### src/rtl/sgw_pkg.sv
package sgw_pkg;
  localparam int DESC_W   = 64;
  localparam int PTR_W    = 32;
  localparam int LEN_W    = 16;
  localparam int STRIDE   = 8;

  typedef enum logic [2:0] {
    W_IDLE, W_RQ, W_RSP, W_DEC, W_CMD, W_WAIT, W_ENTRY
  } walk_st_t;

  typedef enum logic [1:0] {
    ACT_NOP  = 2'b00,
    ACT_SKIP = 2'b01,
    ACT_XFER = 2'b10,
    ACT_LINK = 2'b11
  } act_t;

  localparam logic [1:0] PH_STOP  = 2'd0;
  localparam logic [1:0] PH_FETCH = 2'd1;
  localparam logic [1:0] PH_ADDR  = 2'd2;
  localparam logic [1:0] PH_MOVE  = 2'd3;

  typedef struct packed {
    logic [PTR_W-1:0] addr;
    logic [LEN_W-1:0] len;
    act_t             act;
    logic             intr;
    logic             last;
    logic             ok;        // valid and reserved bits clear
    logic             xfer_bad;  // misaligned transfer
    logic             link_bad;  // misaligned link target
  } desc_info_t;
endpackage

### src/rtl/sgw_desc_decode.sv
module sgw_desc_decode
  import sgw_pkg::*;
(
  input  logic [DESC_W-1:0] raw_i,
  output desc_info_t        info_o
);
  logic rsvd_nz;

  always_comb begin
    rsvd_nz         = (|raw_i[15:6]) | raw_i[3];
    info_o.addr     = raw_i[63:32];
    info_o.len      = raw_i[31:16];
    info_o.act      = act_t'(raw_i[5:4]);
    info_o.intr     = raw_i[2];
    info_o.last     = raw_i[1];
    info_o.ok       = raw_i[0] & ~rsvd_nz;
    info_o.xfer_bad = (|raw_i[33:32]) | (|raw_i[17:16]);
    info_o.link_bad = |raw_i[34:32];
  end
endmodule

### src/rtl/sgw_byte_tally.sv
module sgw_byte_tally
  import sgw_pkg::*;
#(
  parameter int TOT_W = 24
) (
  input  logic             clk,
  input  logic             rst_n,
  input  logic             clr_i,
  input  logic [TOT_W-1:0] exp_i,
  input  logic             add_i,
  input  logic [LEN_W-1:0] len_i,
  output logic             mismatch_o
);
  localparam int SUM_W = TOT_W + 1;

  logic [TOT_W-1:0] total_q, exp_q;
  logic             over_q;
  logic [SUM_W-1:0] sum;

  assign sum = {1'b0, total_q} + SUM_W'(len_i);

  always_ff @(posedge clk or negedge rst_n) begin
    if (!rst_n) begin
      total_q <= '0;
      exp_q   <= '0;
      over_q  <= 1'b0;
    end else if (clr_i) begin
      total_q <= '0;
      exp_q   <= exp_i;
      over_q  <= 1'b0;
    end else if (add_i) begin
      total_q <= sum[TOT_W-1:0];
      if (sum[TOT_W]) over_q <= 1'b1;
    end
  end

  assign mismatch_o = over_q | (total_q != exp_q);

  AST_ADD_NONZERO: assert property (@(posedge clk) disable iff (!rst_n)
    add_i |-> (len_i != '0)) else $error("zero-length add");
endmodule

### src/rtl/sgw_walk_ctrl.sv
module sgw_walk_ctrl
  import sgw_pkg::*;
(
  input  logic              clk,
  input  logic              rst_n,
  input  logic              start_i,
  input  logic [PTR_W-1:0]  start_addr_i,
  output logic              rd_req_valid_o,
  input  logic              rd_req_ready_i,
  output logic [PTR_W-1:0]  rd_req_addr_o,
  input  logic              rd_rsp_valid_i,
  output logic              rd_rsp_ready_o,
  input  logic [DESC_W-1:0] rd_rsp_data_i,
  output logic              mv_valid_o,
  input  logic              mv_ready_i,
  output logic [PTR_W-1:0]  mv_addr_o,
  output logic [LEN_W-1:0]  mv_len_o,
  input  logic              mv_done_i,
  output logic [DESC_W-1:0] desc_o,
  input  desc_info_t        info_i,
  output logic              tally_clr_o,
  output logic              tally_add_o,
  input  logic              mismatch_i,
  output logic              busy_o,
  output logic              done_o,
  output logic              irq_o,
  output logic              desc_err_o,
  output logic              len_err_o,
  output logic [1:0]        err_state_o
);
  walk_st_t          st_q;
  logic [PTR_W-1:0]  cur_q;
  logic [DESC_W-1:0] desc_q;
  logic              done_q, irq_q, derr_q, lerr_q;
  logic [1:0]        ph_q;
  logic              go;

  assign go = (st_q == W_IDLE) && start_i;

  always_ff @(posedge clk or negedge rst_n) begin
    if (!rst_n) begin
      st_q   <= W_IDLE;
      cur_q  <= '0;
      desc_q <= '0;
      done_q <= 1'b0;
      irq_q  <= 1'b0;
      derr_q <= 1'b0;
      lerr_q <= 1'b0;
      ph_q   <= PH_STOP;
    end else begin
      done_q <= 1'b0;
      irq_q  <= 1'b0;
      unique case (st_q)
        W_IDLE: if (start_i) begin
          cur_q  <= start_addr_i;
          derr_q <= 1'b0;
          lerr_q <= 1'b0;
          ph_q   <= PH_STOP;
          st_q   <= W_RQ;
        end
        W_RQ:  if (rd_req_ready_i) st_q <= W_RSP;
        W_RSP: if (rd_rsp_valid_i) begin
          desc_q <= rd_rsp_data_i;
          st_q   <= W_DEC;
        end
        W_DEC: begin
          if (!info_i.ok) begin
            derr_q <= 1'b1;
            ph_q   <= PH_FETCH;
            st_q   <= W_IDLE;
          end else begin
            unique case (info_i.act)
              ACT_XFER: begin
                if (info_i.xfer_bad) begin
                  derr_q <= 1'b1;
                  ph_q   <= PH_FETCH;
                  st_q   <= W_IDLE;
                end else if (info_i.len == '0) begin
                  st_q <= W_ENTRY;
                end else begin
                  st_q <= W_CMD;
                end
              end
              ACT_LINK: begin
                if (info_i.link_bad && !info_i.last) begin
                  derr_q <= 1'b1;
                  ph_q   <= PH_ADDR;
                  st_q   <= W_IDLE;
                end else begin
                  st_q <= W_ENTRY;
                end
              end
              default: st_q <= W_ENTRY;
            endcase
          end
        end
        W_CMD:  if (mv_ready_i) st_q <= W_WAIT;
        W_WAIT: if (mv_done_i)  st_q <= W_ENTRY;
        W_ENTRY: begin
          irq_q <= info_i.intr;
          if (info_i.last) begin
            if (mismatch_i) begin
              lerr_q <= 1'b1;
              ph_q   <= PH_STOP;
            end else begin
              done_q <= 1'b1;
            end
            st_q <= W_IDLE;
          end else begin
            cur_q <= (info_i.act == ACT_LINK) ? info_i.addr
                                              : cur_q + PTR_W'(STRIDE);
            st_q  <= W_RQ;
          end
        end
        default: st_q <= W_IDLE;
      endcase
    end
  end

  assign rd_req_valid_o = (st_q == W_RQ);
  assign rd_req_addr_o  = cur_q;
  assign rd_rsp_ready_o = (st_q == W_RSP);
  assign mv_valid_o     = (st_q == W_CMD);
  assign mv_addr_o      = info_i.addr;
  assign mv_len_o       = info_i.len;
  assign desc_o         = desc_q;
  assign tally_clr_o    = go;
  assign tally_add_o    = (st_q == W_CMD) && mv_ready_i;
  assign busy_o         = (st_q != W_IDLE);
  assign done_o         = done_q;
  assign irq_o          = irq_q;
  assign desc_err_o     = derr_q;
  assign len_err_o      = lerr_q;
  assign err_state_o    = ph_q;

  AST_RD_HOLD: assert property (@(posedge clk) disable iff (!rst_n)
    (rd_req_valid_o && !rd_req_ready_i) |=> (rd_req_valid_o && $stable(rd_req_addr_o)))
    else $error("read request dropped");
  AST_MV_HOLD: assert property (@(posedge clk) disable iff (!rst_n)
    (mv_valid_o && !mv_ready_i) |=> (mv_valid_o && $stable(mv_addr_o) && $stable(mv_len_o)))
    else $error("mover command dropped");
  AST_MV_ALIGNED: assert property (@(posedge clk) disable iff (!rst_n)
    mv_valid_o |-> (mv_addr_o[1:0] == 2'b00 && mv_len_o[1:0] == 2'b00 && mv_len_o != '0))
    else $error("bad mover command");
  AST_DONE_CLEAN: assert property (@(posedge clk) disable iff (!rst_n)
    done_o |-> !(desc_err_o || len_err_o)) else $error("done with fault");
  AST_FAULT_HALTS: assert property (@(posedge clk) disable iff (!rst_n)
    $rose(desc_err_o) |-> !busy_o) else $error("walk continued after fault");
  AST_IRQ_PULSE: assert property (@(posedge clk) disable iff (!rst_n)
    irq_o |=> !irq_o) else $error("irq longer than one cycle");
endmodule

### src/rtl/sg_desc_walker.sv
module sg_desc_walker
  import sgw_pkg::*;
#(
  parameter int TOT_W = 24
) (
  input  logic              clk,
  input  logic              rst_n,
  input  logic              start_i,
  input  logic [31:0]       start_addr_i,
  input  logic [TOT_W-1:0]  expect_bytes_i,
  output logic              rd_req_valid_o,
  input  logic              rd_req_ready_i,
  output logic [31:0]       rd_req_addr_o,
  input  logic              rd_rsp_valid_i,
  output logic              rd_rsp_ready_o,
  input  logic [63:0]       rd_rsp_data_i,
  output logic              mv_valid_o,
  input  logic              mv_ready_i,
  output logic [31:0]       mv_addr_o,
  output logic [15:0]       mv_len_o,
  input  logic              mv_done_i,
  output logic              busy_o,
  output logic              done_o,
  output logic              irq_o,
  output logic              desc_err_o,
  output logic              len_err_o,
  output logic [1:0]        err_state_o
);
  logic [DESC_W-1:0] desc;
  desc_info_t        info;
  logic              t_clr, t_add, t_mis;

  sgw_desc_decode u_dec (
    .raw_i  (desc),
    .info_o (info)
  );

  sgw_byte_tally #(.TOT_W(TOT_W)) u_tally (
    .clk        (clk),
    .rst_n      (rst_n),
    .clr_i      (t_clr),
    .exp_i      (expect_bytes_i),
    .add_i      (t_add),
    .len_i      (info.len),
    .mismatch_o (t_mis)
  );

  sgw_walk_ctrl u_ctrl (
    .clk            (clk),
    .rst_n          (rst_n),
    .start_i        (start_i),
    .start_addr_i   (start_addr_i),
    .rd_req_valid_o (rd_req_valid_o),
    .rd_req_ready_i (rd_req_ready_i),
    .rd_req_addr_o  (rd_req_addr_o),
    .rd_rsp_valid_i (rd_rsp_valid_i),
    .rd_rsp_ready_o (rd_rsp_ready_o),
    .rd_rsp_data_i  (rd_rsp_data_i),
    .mv_valid_o     (mv_valid_o),
    .mv_ready_i     (mv_ready_i),
    .mv_addr_o      (mv_addr_o),
    .mv_len_o       (mv_len_o),
    .mv_done_i      (mv_done_i),
    .desc_o         (desc),
    .info_i         (info),
    .tally_clr_o    (t_clr),
    .tally_add_o    (t_add),
    .mismatch_i     (t_mis),
    .busy_o         (busy_o),
    .done_o         (done_o),
    .irq_o          (irq_o),
    .desc_err_o     (desc_err_o),
    .len_err_o      (len_err_o),
    .err_state_o    (err_state_o)
  );
endmodule

### config.mk
export PLATFORM = sky130hd
export DESIGN_NAME = sg_desc_walker
export DESIGN_NICKNAME = d
export VERILOG_FILES = /design/src/rtl/sgw_pkg.sv /design/src/rtl/sgw_desc_decode.sv /design/src/rtl/sgw_byte_tally.sv /design/src/rtl/sgw_walk_ctrl.sv /design/src/rtl/sg_desc_walker.sv
export SDC_FILE = /design/constraint.sdc
export NUM_CORES = 1
export LEC_CHECK = 0
export ABC_CLOCK_PERIOD_IN_PS = 4100
export BUFFER_PORTS_ARGS = -buffer_cell sky130_fd_sc_hd__buf_2
export CORE_MARGIN = 5
export CORE_UTILIZATION = 58
export CTS_CLUSTER_SIZE = 10
export DETAILED_ROUTE_END_ITERATION = 10
export GPL_TIMING_DRIVEN = 0
export PLACE_DENSITY = 0.86
export SLEW_MARGIN = 20
export SYNTH_ARGS = -nofsm -noshare
export SYNTH_HDL_FRONTEND = slang
export SYNTH_SLANG_ARGS = --single-unit
### constraint.sdc
create_clock -name clk -period 4.1 [get_ports clk]
set_input_delay 0.615 -clock clk [delete_from_list [all_inputs] [get_ports clk]]
set_output_delay 0.615 -clock clk [all_outputs]
set_load 0.02 [all_outputs]
# --- Word level (Yosys, flattened, before mapping) ---
# Index checks and enable logic that the tools add are counted.
totals:
  output_inout_bits: 90
  inputBits: 127
  ff_bits: 154
classes:
  n_reduce_logical: 23
  n_mux: 42
  bitwise_logic: 5
  add_sub_neg: 2
  n_eq_ne: 20
op_table:
  columns: ["op", "n"]
  rows:
  - ["two-way mux 32 bit", 3]
  - ["case mux 32 bit (2 select lines)", 1]
  - ["two-way mux 24 bit", 2]
  - ["adder 32 x 4 -> 32 bit, second input constant", 1]
  - ["adder 24 x 16 -> 25 bit", 1]
  - ["two-way mux 3 bit", 8]
  - ["!= test 24 bit", 1]
  - ["case mux 3 bit (7 select lines)", 1]
  - ["zero test 16 bit", 1]
  - ["two-way mux 1 bit", 14]
  - ["two-way mux 2 bit", 7]
  - ["!= test 4 bit, second input constant", 3]
  - ["!= test 2 bit, second input constant", 5]
  - ["AND reduction 5 bit", 2]
  - ["OR reduction 10 bit", 1]
  - ["== test 3 bit, second input constant", 3]
  - ["nonzero test 2 bit", 4]
  - ["AND reduction 7 bit", 1]
  - ["== test 3 x 2 -> 1 bit, second input constant", 2]
  - ["!= test 2 x 1 -> 1 bit, second input constant", 3]
  - ["case mux 1 bit (2 select lines)", 3]
  - ["case mux 2 bit (3 select lines)", 1]
  - ["case mux 3 bit (2 select lines)", 1]
  - ["nonzero test 3 bit", 2]
  - ["14 further kinds", 21]

# --- Logic depth before layout (Yosys ltp) ---
# Gate-level depths: netlist of the first run.
depth:
  word_depth: 6
  depth_mapped: 9
  ltp_nobuf: 9

# --- By module ---
# A second synthesis of the first run with hierarchy kept.
hier_totals:
  cells_unflattened: 926
  area_unflattened_um2: 9347.7
by_module_without_submodules:
  columns: ["module", "area_per_inst_um2", "n_inst", "cells_per_inst"]
  rows:
  - ["sgw_walk_ctrl", 5634.2, 1, 553]
  - ["sgw_byte_tally", 3280.6, 1, 315]
  - ["sgw_desc_decode", 432.9, 1, 58]

# --- Worst setup path before layout of the first run ---
# Ideal clock, no wire load.
synth_timing:
  path_type: "register to register"
  start: "register u_ctrl.desc_q[23], in the netlist u_ctrl.desc_o[23]"
  end: "register u_tally.total_q[20]"
  period_less_slack_ns: 2.219
  path_buffers: 0
  stages_incl_launch_ff: 8
  arrival_ns: 2.140
  setup_slack_ns: 1.881
  cell_sequence: "dfrtp_1 -> ha_1 -> a21o_1 -> a31o_1 -> a311o_1 -> o2111a_2 -> o211ai_2 -> mux2i_1"
synth_between:
  elab_chain_cells: 3
synth_lines:
  columns: ["element", "line", "source"]
  rows:
  - ["from (decl)", "sgw_walk_ctrl.sv:33", "logic [DESC_W-1:0] desc_q;"]
  - ["from (signal assigned)", "sgw_walk_ctrl.sv:63", "desc_q <= rd_rsp_data_i;"]
  - ["adder 24 x 16 -> 25 bit", "sgw_byte_tally.sv:20", "assign sum = {1'b0, total_q} + SUM_W'(len_i);"]
  - ["two-way mux 24 bit", "sgw_byte_tally.sv:31", "end else if (add_i) begin"]
  - ["two-way mux 24 bit", "sgw_byte_tally.sv:27", "end else if (clr_i) begin"]
  - ["to (signal assigned)", "sgw_byte_tally.sv:32", "total_q <= sum[TOT_W-1:0];"]
  - ["to (decl)", "sgw_byte_tally.sv:16", "logic [TOT_W-1:0] total_q, exp_q;"]
# No other way between the ends. The select of a mux whose other input is x is not followed.
# A chain may end at the register's enable or synchronous reset.

# --- Worst setup path after layout of the first run ---
# Same ends and word-level chain as after synthesis.

==> results of run 1 <==
[placed cells by master, fill, tap and decap left out, types with 3 or more instances in the layout]
| cell type | instances |
|---|---|
| buf_2 | 223 |
| nand2_1 | 158 |
| dfrtp_1 | 154 |
| mux2_2 | 63 |
| a21oi_1 | 52 |
| buf_4 | 48 |
| nor2_1 | 43 |
| o21ai_0 | 42 |
| clkbuf_1 | 33 |
| xor2_1 | 33 |
| nand3_1 | 29 |
| and3_1 | 23 |
| xnor2_1 | 22 |
| ha_1 | 17 |
| clkbuf_16 | 17 |
| nor3_1 | 13 |
| mux2i_1 | 13 |
| a211oi_1 | 11 |
| inv_1 | 10 |
| nand4_1 | 9 |
| a21o_1 | 9 |
| nor4_1 | 9 |
| a31oi_1 | 8 |
| and2_1 | 7 |
| nand2b_1 | 6 |
| nor3_2 | 5 |
| or3_1 | 5 |
| o211ai_1 | 5 |
| clkinvlp_4 | 5 |
| nor2b_1 | 4 |
| o2111ai_1 | 4 |
| bufinv_16 | 4 |
| o211ai_2 | 3 |
| a221o_1 | 3 |
| a221oi_1 | 3 |
| a311oi_1 | 3 |
| buf_1 | 3 |
| o21bai_1 | 3 |
| clkinv_2 | 3 |
[stage by stage]
stage / total power (µW) / hold slack [ns] / cell area, µm² / util
after floorplan: 5030 / 0.319 / 8670 / -
after global placement: 6040 / 0.458 / 9980 / 0.684
after detailed placement: 6160 / 0.463 / 10000 / 0.687
after CTS: 7870 / 0.116 / 10600 / 0.730
after global routing: 8310 / 0.134 / 10600 / 0.730
final: 7860 / 0.112 / 10600 / 0.730
[critical path: cells and delay by family (launching register included)]
kind | cells | cell delay [ns]
DFF | 1 | 0.41
adders and majority gates | 1 | 0.38
AOI/OAI and AO/OA | 5 | 1.35
muxes | 1 | 0.22
[cell families after synthesis]
family	after synthesis	share of synthesized area
AOI/OAI and AO/OA	166	0.121
xor gates and xnor gates	55	0.0556
DFF	154	0.444
muxes	78	0.0994
adders and majority gates	18	0.0268
and+or+nand+nor	331	0.186
buffers and inverters	102	0.0661
[layer usage]
metal | vias up | routed length, µm
met5 | - | 7
met4 | 2 | 540
met3 | 54 | 2450
met2 | 431 | 12800
met1 | 3762 | 9810
li1 | 3613 | -
[power by group]
part           total (µW)  internal (µW)  switching [µW]
Sequential           2790           2130             656
Combinational        3410           1480            1930
Clock                1660           1040             622
Total                7860           4660            3210
[worst max-delay path by stage]
stage                      start  depth (start not counted)  slack, ns             endpoint
6_report       u_ctrl.desc_o[23]                          7       1.65  u_tally.total_q[20]
5_1_grt        u_ctrl.desc_o[23]                          7       1.53  u_tally.total_q[20]
4_1_cts        u_ctrl.desc_o[23]                          7       1.66  u_tally.total_q[20]
3_5_place_dp   u_ctrl.desc_o[23]                          7       1.69  u_tally.total_q[20]
3_3_place_gp               rst_n                          1       0.13    u_ctrl.desc_o[10]
2_1_floorplan  u_ctrl.desc_o[23]                          7       1.88  u_tally.total_q[20]
[state kept, by name, summed over array words and instances, names as in the netlist]
register / flops
u_ctrl.done_o: 1
u_ctrl.irq_o: 1
u_ctrl.st_q: 3
u_tally.over_q: 1
u_tally.total_q: 24
u_tally.exp_q: 24
u_ctrl.len_err_o: 1
u_ctrl.rd_req_addr_o: 32
u_ctrl.desc_err_o: 1
u_ctrl.desc_o: 64
u_ctrl.err_state_o: 2
[final cells by class]
type | instances | area, µm²
diodes | 1 | 2.50
plain buffers | 92 | 536
clock buffers | 19 | 453
clock inverters | 12 | 173
fillers | 1110 | 3940
inverters | 10 | 37.5
multi-input cells | 648 | 4240
flip-flops and latches | 154 | 3850
well taps | 184 | 230
repair buffers | 217 | 1120
==> flow_summary.json, run 1 <==
{
  "ir_drop_mv": 0.477,
  "max_stage_delay_ns": 0.41,
  "routedWlPerCell_um": 19.2,
  "cp.arrival_ns": 2.80,
  "final_nets": 1285,
  "status": "finished, final reports clean",
  "period_share": 0.598,
  "grt_antenna_before_repair": 2,
  "drtIter0Drc": 829,
  "dieArea_mm2": 0.0175,
  "path_cells": "ha_1 > a21o_1 > a31o_1 > a311o_1 > o2111a_2 > o211ai_2 > mux2i_1",
  "hold_viol": 0,
  "tns_ns": 0,
  "synth_top_area_frac": 0.444,
  "postRouteAntennaNets": 0,
  "setup_viol": 0,
  "yosysMostFrequentCell": "nand2_1",
  "maxSlewHeadroom": 0.493,
  "fin_skew_ns": 0.00923,
  "overflow": 0,
  "hold_path_class": "in2async",
  "cts.clk_slew.worst_paths_ns": 0.06,
  "synth_area_mm2": 0.00867,
  "timing.rr.start": "u_ctrl.desc_o[23]",
  "grt_use_met1": 0.361,
  "rsz0062_at_grt": "false",
  "max_freq_mhz": 408,
  "synth_edf_count": 0,
  "ys_ff_latch": 154,
  "end_kind": "flop",
  "synth.distinct_cells": 67,
  "cts_resized": 0,
  "postCtsHoldBufs": 0,
  "period_minus_slack_ns": 2.45,
  "wl_um": 25600,
  "h-tree-depth": 4,
  "drcViolationCount": 0,
  "grt_pass1_wl_um": 40400,
  "cts_setup_buffers": 0,
  "use_met2": 0.481,
  "grt_most_used_layer": "met2",
  "synthFlopType": "dfrtp_1",
  "area_delta_synth_final_pct": 22.8,
  "avgSynthCellArea_um2": 9.59,
  "synth-seq-area-share": 0.444,
  "yosysWarnings": 0,
  "r2r_end": "u_tally.total_q[20]",
  "reg2reg_slack_ns": 1.65,
  "max_slew.worst_pin.slew_ns": 0.756,
  "maxCapViolCount": 0,
  "root_buffer": "clkbuf_16",
  "dp_cells": 1305,
  "grt_util_met3": 0.0756,
  "dr.pass1.iters": 5,
  "vias": 7862,
  "cp_max_fo": 5,
  "cts_buffer_depth": 2,
  "grt_max_degree": 101,
  "die_x_um": 132,
  "power.density_mw_per_mm2": 738,
  "netlist_instances": 904,
  "grt_pass1_vias": 7651,
  "setup_ws_ns": 1.65,
  "synthArstFlopShare": 1.00,
  "start_util": 0.594,
  "viasPerCell": 5.88,
  "core.rowCount": 44,
  "die_y_um": 132,
  "synth_largest_area_cell": "dfrtp_1",
  "critical_path_class": "reg2reg",
  "layout-drive-gt1-share": 0.337,
  "worstPathRequired_ns": 4.45,
  "cts.sinks": 154,
  "track_usage": 0.287,
  "yosys-top-cells-count": "nand2_1, dfrtp_1, mux2_2",
  "cp_slowest_cell": "dfrtp_1",
  "fin_cells": 1337,
  "final_max_slew_viol_count": 0,
  "gp_congestion": 0.917,
  "start_kind": "flop",
  "cts_tree": "built",
  "clock_latency_ns": 0.43,
  "rr_worst_depth": 7,
  "core_area_mm2": 0.0146,
  "dp_hpwl_um": 18900,
  "yosys-top-cells-area": "dfrtp_1, mux2_2, nand2_1",
  "numCtsBuffers": 17,
  "pre_cts_slack_ns": 1.69,
  "io_buffers": 216,
  "io_pins": 217,
  "power_leakage_uw": 0.00520,
  "syn_nets": 1049
}
No activity file was read; power rests on OpenSTA's default activity.
==> inputs of run 2 (changes only) <==
ABC_CLOCK_PERIOD_IN_PS = 2500   (was 4100)
CORE_UTILIZATION = 54   (was 58)
PLACE_DENSITY = 0.81   (was 0.86)
clock period = 2.5 ns   (was 4.1 ns; I/O delays follow)
==> run 2 against run 1 <==
Against the previous run: clock skew shrank 0.00076 ns; worst setup slack worse by 1.6 ns; core utilization shrank 5.3 points; count of clock-buffer cells in the layout rose by 3; global-route usage fell by 2.3 points; flip-flop and latch count did not move; routed wire length shrank 3.4%; clock power grew 64%; critical path depth unchanged; fmax is 1.3% higher; worst hold slack improved by 0.029 ns; sequential power is 63% higher; highest routed layer unchanged.
==> flow_summary.json, run 2 (synthesis gave the netlist of run 1 again) <==
{
  "grt_pass1_vias": 7414,
  "layout-drive-gt1-share": 0.336,
  "io_buffers": 216,
  "fin_skew_ns": 0.00847,
  "cts.sinks": 154,
  "drcViolationCount": 0,
  "maxSlewHeadroom": 0.489,
  "max_freq_mhz": 413,
  "viasPerCell": 5.60,
  "grt_pass1_wl_um": 38200,
  "final_nets": 1286,
  "status": "finished, final reports clean",
  "numCtsBuffers": 17,
  "fin_cells": 1371,
  "setup_viol": 0,
  "hold_path_class": "in2reg",
  "track_usage": 0.264,
  "n_fill_cell": 1262,
  "dr.pass1.iters": 6,
  "pre_cts_slack_ns": 0.108,
  "rr_worst_depth": 7,
  "largest_reg_flops": 64,
  "period_share": 0.968,
  "core_area_mm2": 0.0158,
  "cts_buffer_depth": 2,
  "maxCapViolCount": 0,
  "end_kind": "flop",
  "place_area_mm2": 0.0101,
  "io_pins": 217,
  "clock_latency_ns": 0.42,
  "p_total_uw": 12800,
  "max_slew.worst_pin.slew_ns": 0.762,
  "wl_um": 24800,
  "vias": 7675,
  "dieArea_mm2": 0.0187,
  "cp_max_fo": 6,
  "gp_congestion": 0.921,
  "ir_drop_mv": 0.589,
  "start_util": 0.548,
  "postRouteAntennaNets": 0,
  "grt_max_degree": 97,
  "hold_ws_ns": 0.141,
  "r2r_end": "u_ctrl.rd_req_addr_o[27]",
  "layout_commonest_cell": "buf_2",
  "timing.rr.start": "u_ctrl.rd_req_addr_o[3]",
  "period_minus_slack_ns": 2.42,
  "hold_viol": 0,
  "critical_path_class": "reg2reg",
  "cts_setup_buffers": 0,
  "reg2reg_slack_ns": 0.08,
  "final_max_slew_viol_count": 0,
  "dp_cells": 1337,
  "setup_ws_ns": 0.0795,
  "whs_endpoint": "u_tally.exp_q[6]",
  "die_y_um": 137,
  "root_buffer": "clkbuf_16",
  "dp_hpwl_um": 18700,
  "power.density_mw_per_mm2": 1200,
  "holdPathStages": 3,
  "start_kind": "flop",
  "drtIter0Drc": 699,
  "min_from": "expect_bytes_i[6]",
  "cts_tree": "built",
  "mostFrequentLayoutCells": "buf_2, nand2_1, dfrtp_1, mux2_2, a21oi_1",
  "core.rowCount": 46,
  "overflow": 0,
  "area_delta_synth_final_pct": 23.5,
  "rsz0062_at_grt": "false",
  "cts.clk_slew.worst_paths_ns": 0.06,
  "die_x_um": 137,
  "h-tree-depth": 4,
  "design_area_mm2": 0.0107,
  "cp.arrival_ns": 2.73,
  "worstPathRequired_ns": 2.81,
  "grt_antenna_before_repair": 2,
  "routedWlPerCell_um": 18.1,
  "power_leakage_uw": 0.00521
}
-- run 2: cell types whose count changed in the layout (fill, tap and decap cells not counted) --
cell	delta
a21oi_1	-1
a21oi_2	+1
clkbuf_1	+2
clkbuf_8	+1
clkinvlp_4	-4
diode_2	+2
dlygate4sd3_1	+1
ha_1	-1
ha_4	+1
-- run 2: how the worst max path moves through the flow --
stage / slack (ns) / startpoint / end
floorplan: 0.28 / u_ctrl.desc_o[23] / u_tally.total_q[20]
global placement: -1.23 / rst_n / u_ctrl.desc_o[11]
detailed placement: 0.11 / u_ctrl.desc_o[23] / u_tally.total_q[20]
CTS: 0.08 / u_ctrl.desc_o[23] / u_tally.total_q[20]
global route: 0.0008 / u_ctrl.st_q[0] / u_ctrl.rd_req_addr_o[21]
finish: 0.08 / u_ctrl.rd_req_addr_o[3] / u_ctrl.rd_req_addr_o[27]
-- run 2: critical path, cell delays in order, from the launching register on --
cell and delay, ns:
dfrtp_1 0.47, ha_1 0.26, and4_2 0.28, nor3b_2 0.39
and2_1 0.30, nand3_1 0.14, xnor2_1 0.16, a221o_1 0.31
-- run 2: layout make-up --
cell class | count | area, µm² | share of cell area
clock buffer | 22 | 474 | 0.0443
tap | 216 | 270 | 0.0252
antenna | 3 | 7.51 | 0.000701
timing repair buffer | 218 | 1130 | 0.105
clock inverter | 8 | 143 | 0.0133
multi-input combinational | 648 | 4260 | 0.398
buffer | 92 | 536 | 0.0500
sequential | 154 | 3850 | 0.360
inverter | 10 | 37.5 | 0.00350
-- run 2: what timing repair did --
item	CTS	global route
resized for setup	0	2
hold buffers	1	0
hold endpoints to repair	5	0
setup endpoints to repair	0	2
-- run 2: per-layer routing --
| layer | global-route usage | up-vias | wire [µm] |
|---|---|---|---|
| met5 | 0 | - | 11 |
| met1 | 0.339 | 3655 | 9790 |
| met4 | 0.0857 | 2 | 551 |
| met3 | 0.0596 | 48 | 2210 |
| li1 | - | 3620 | - |
| met2 | 0.443 | 350 | 12200 |
-- run 2: through the flow --
| step | TNS (ns) | utilization |
|---|---|---|
| after floorplan | 0 | - |
| after global placement | -188.05 | 0.633 |
| after detailed placement | 0 | 0.636 |
| after CTS | 0 | 0.675 |
| after global routing | 0 | 0.676 |
| final | 0 | 0.677 |
-- run 2: where the power goes --
group / internal [µW] / switching (µW)
Sequential: 3500 / 1060
Combinational: 2440 / 3100
Clock: 1730 / 999
Total: 7670 / 5160
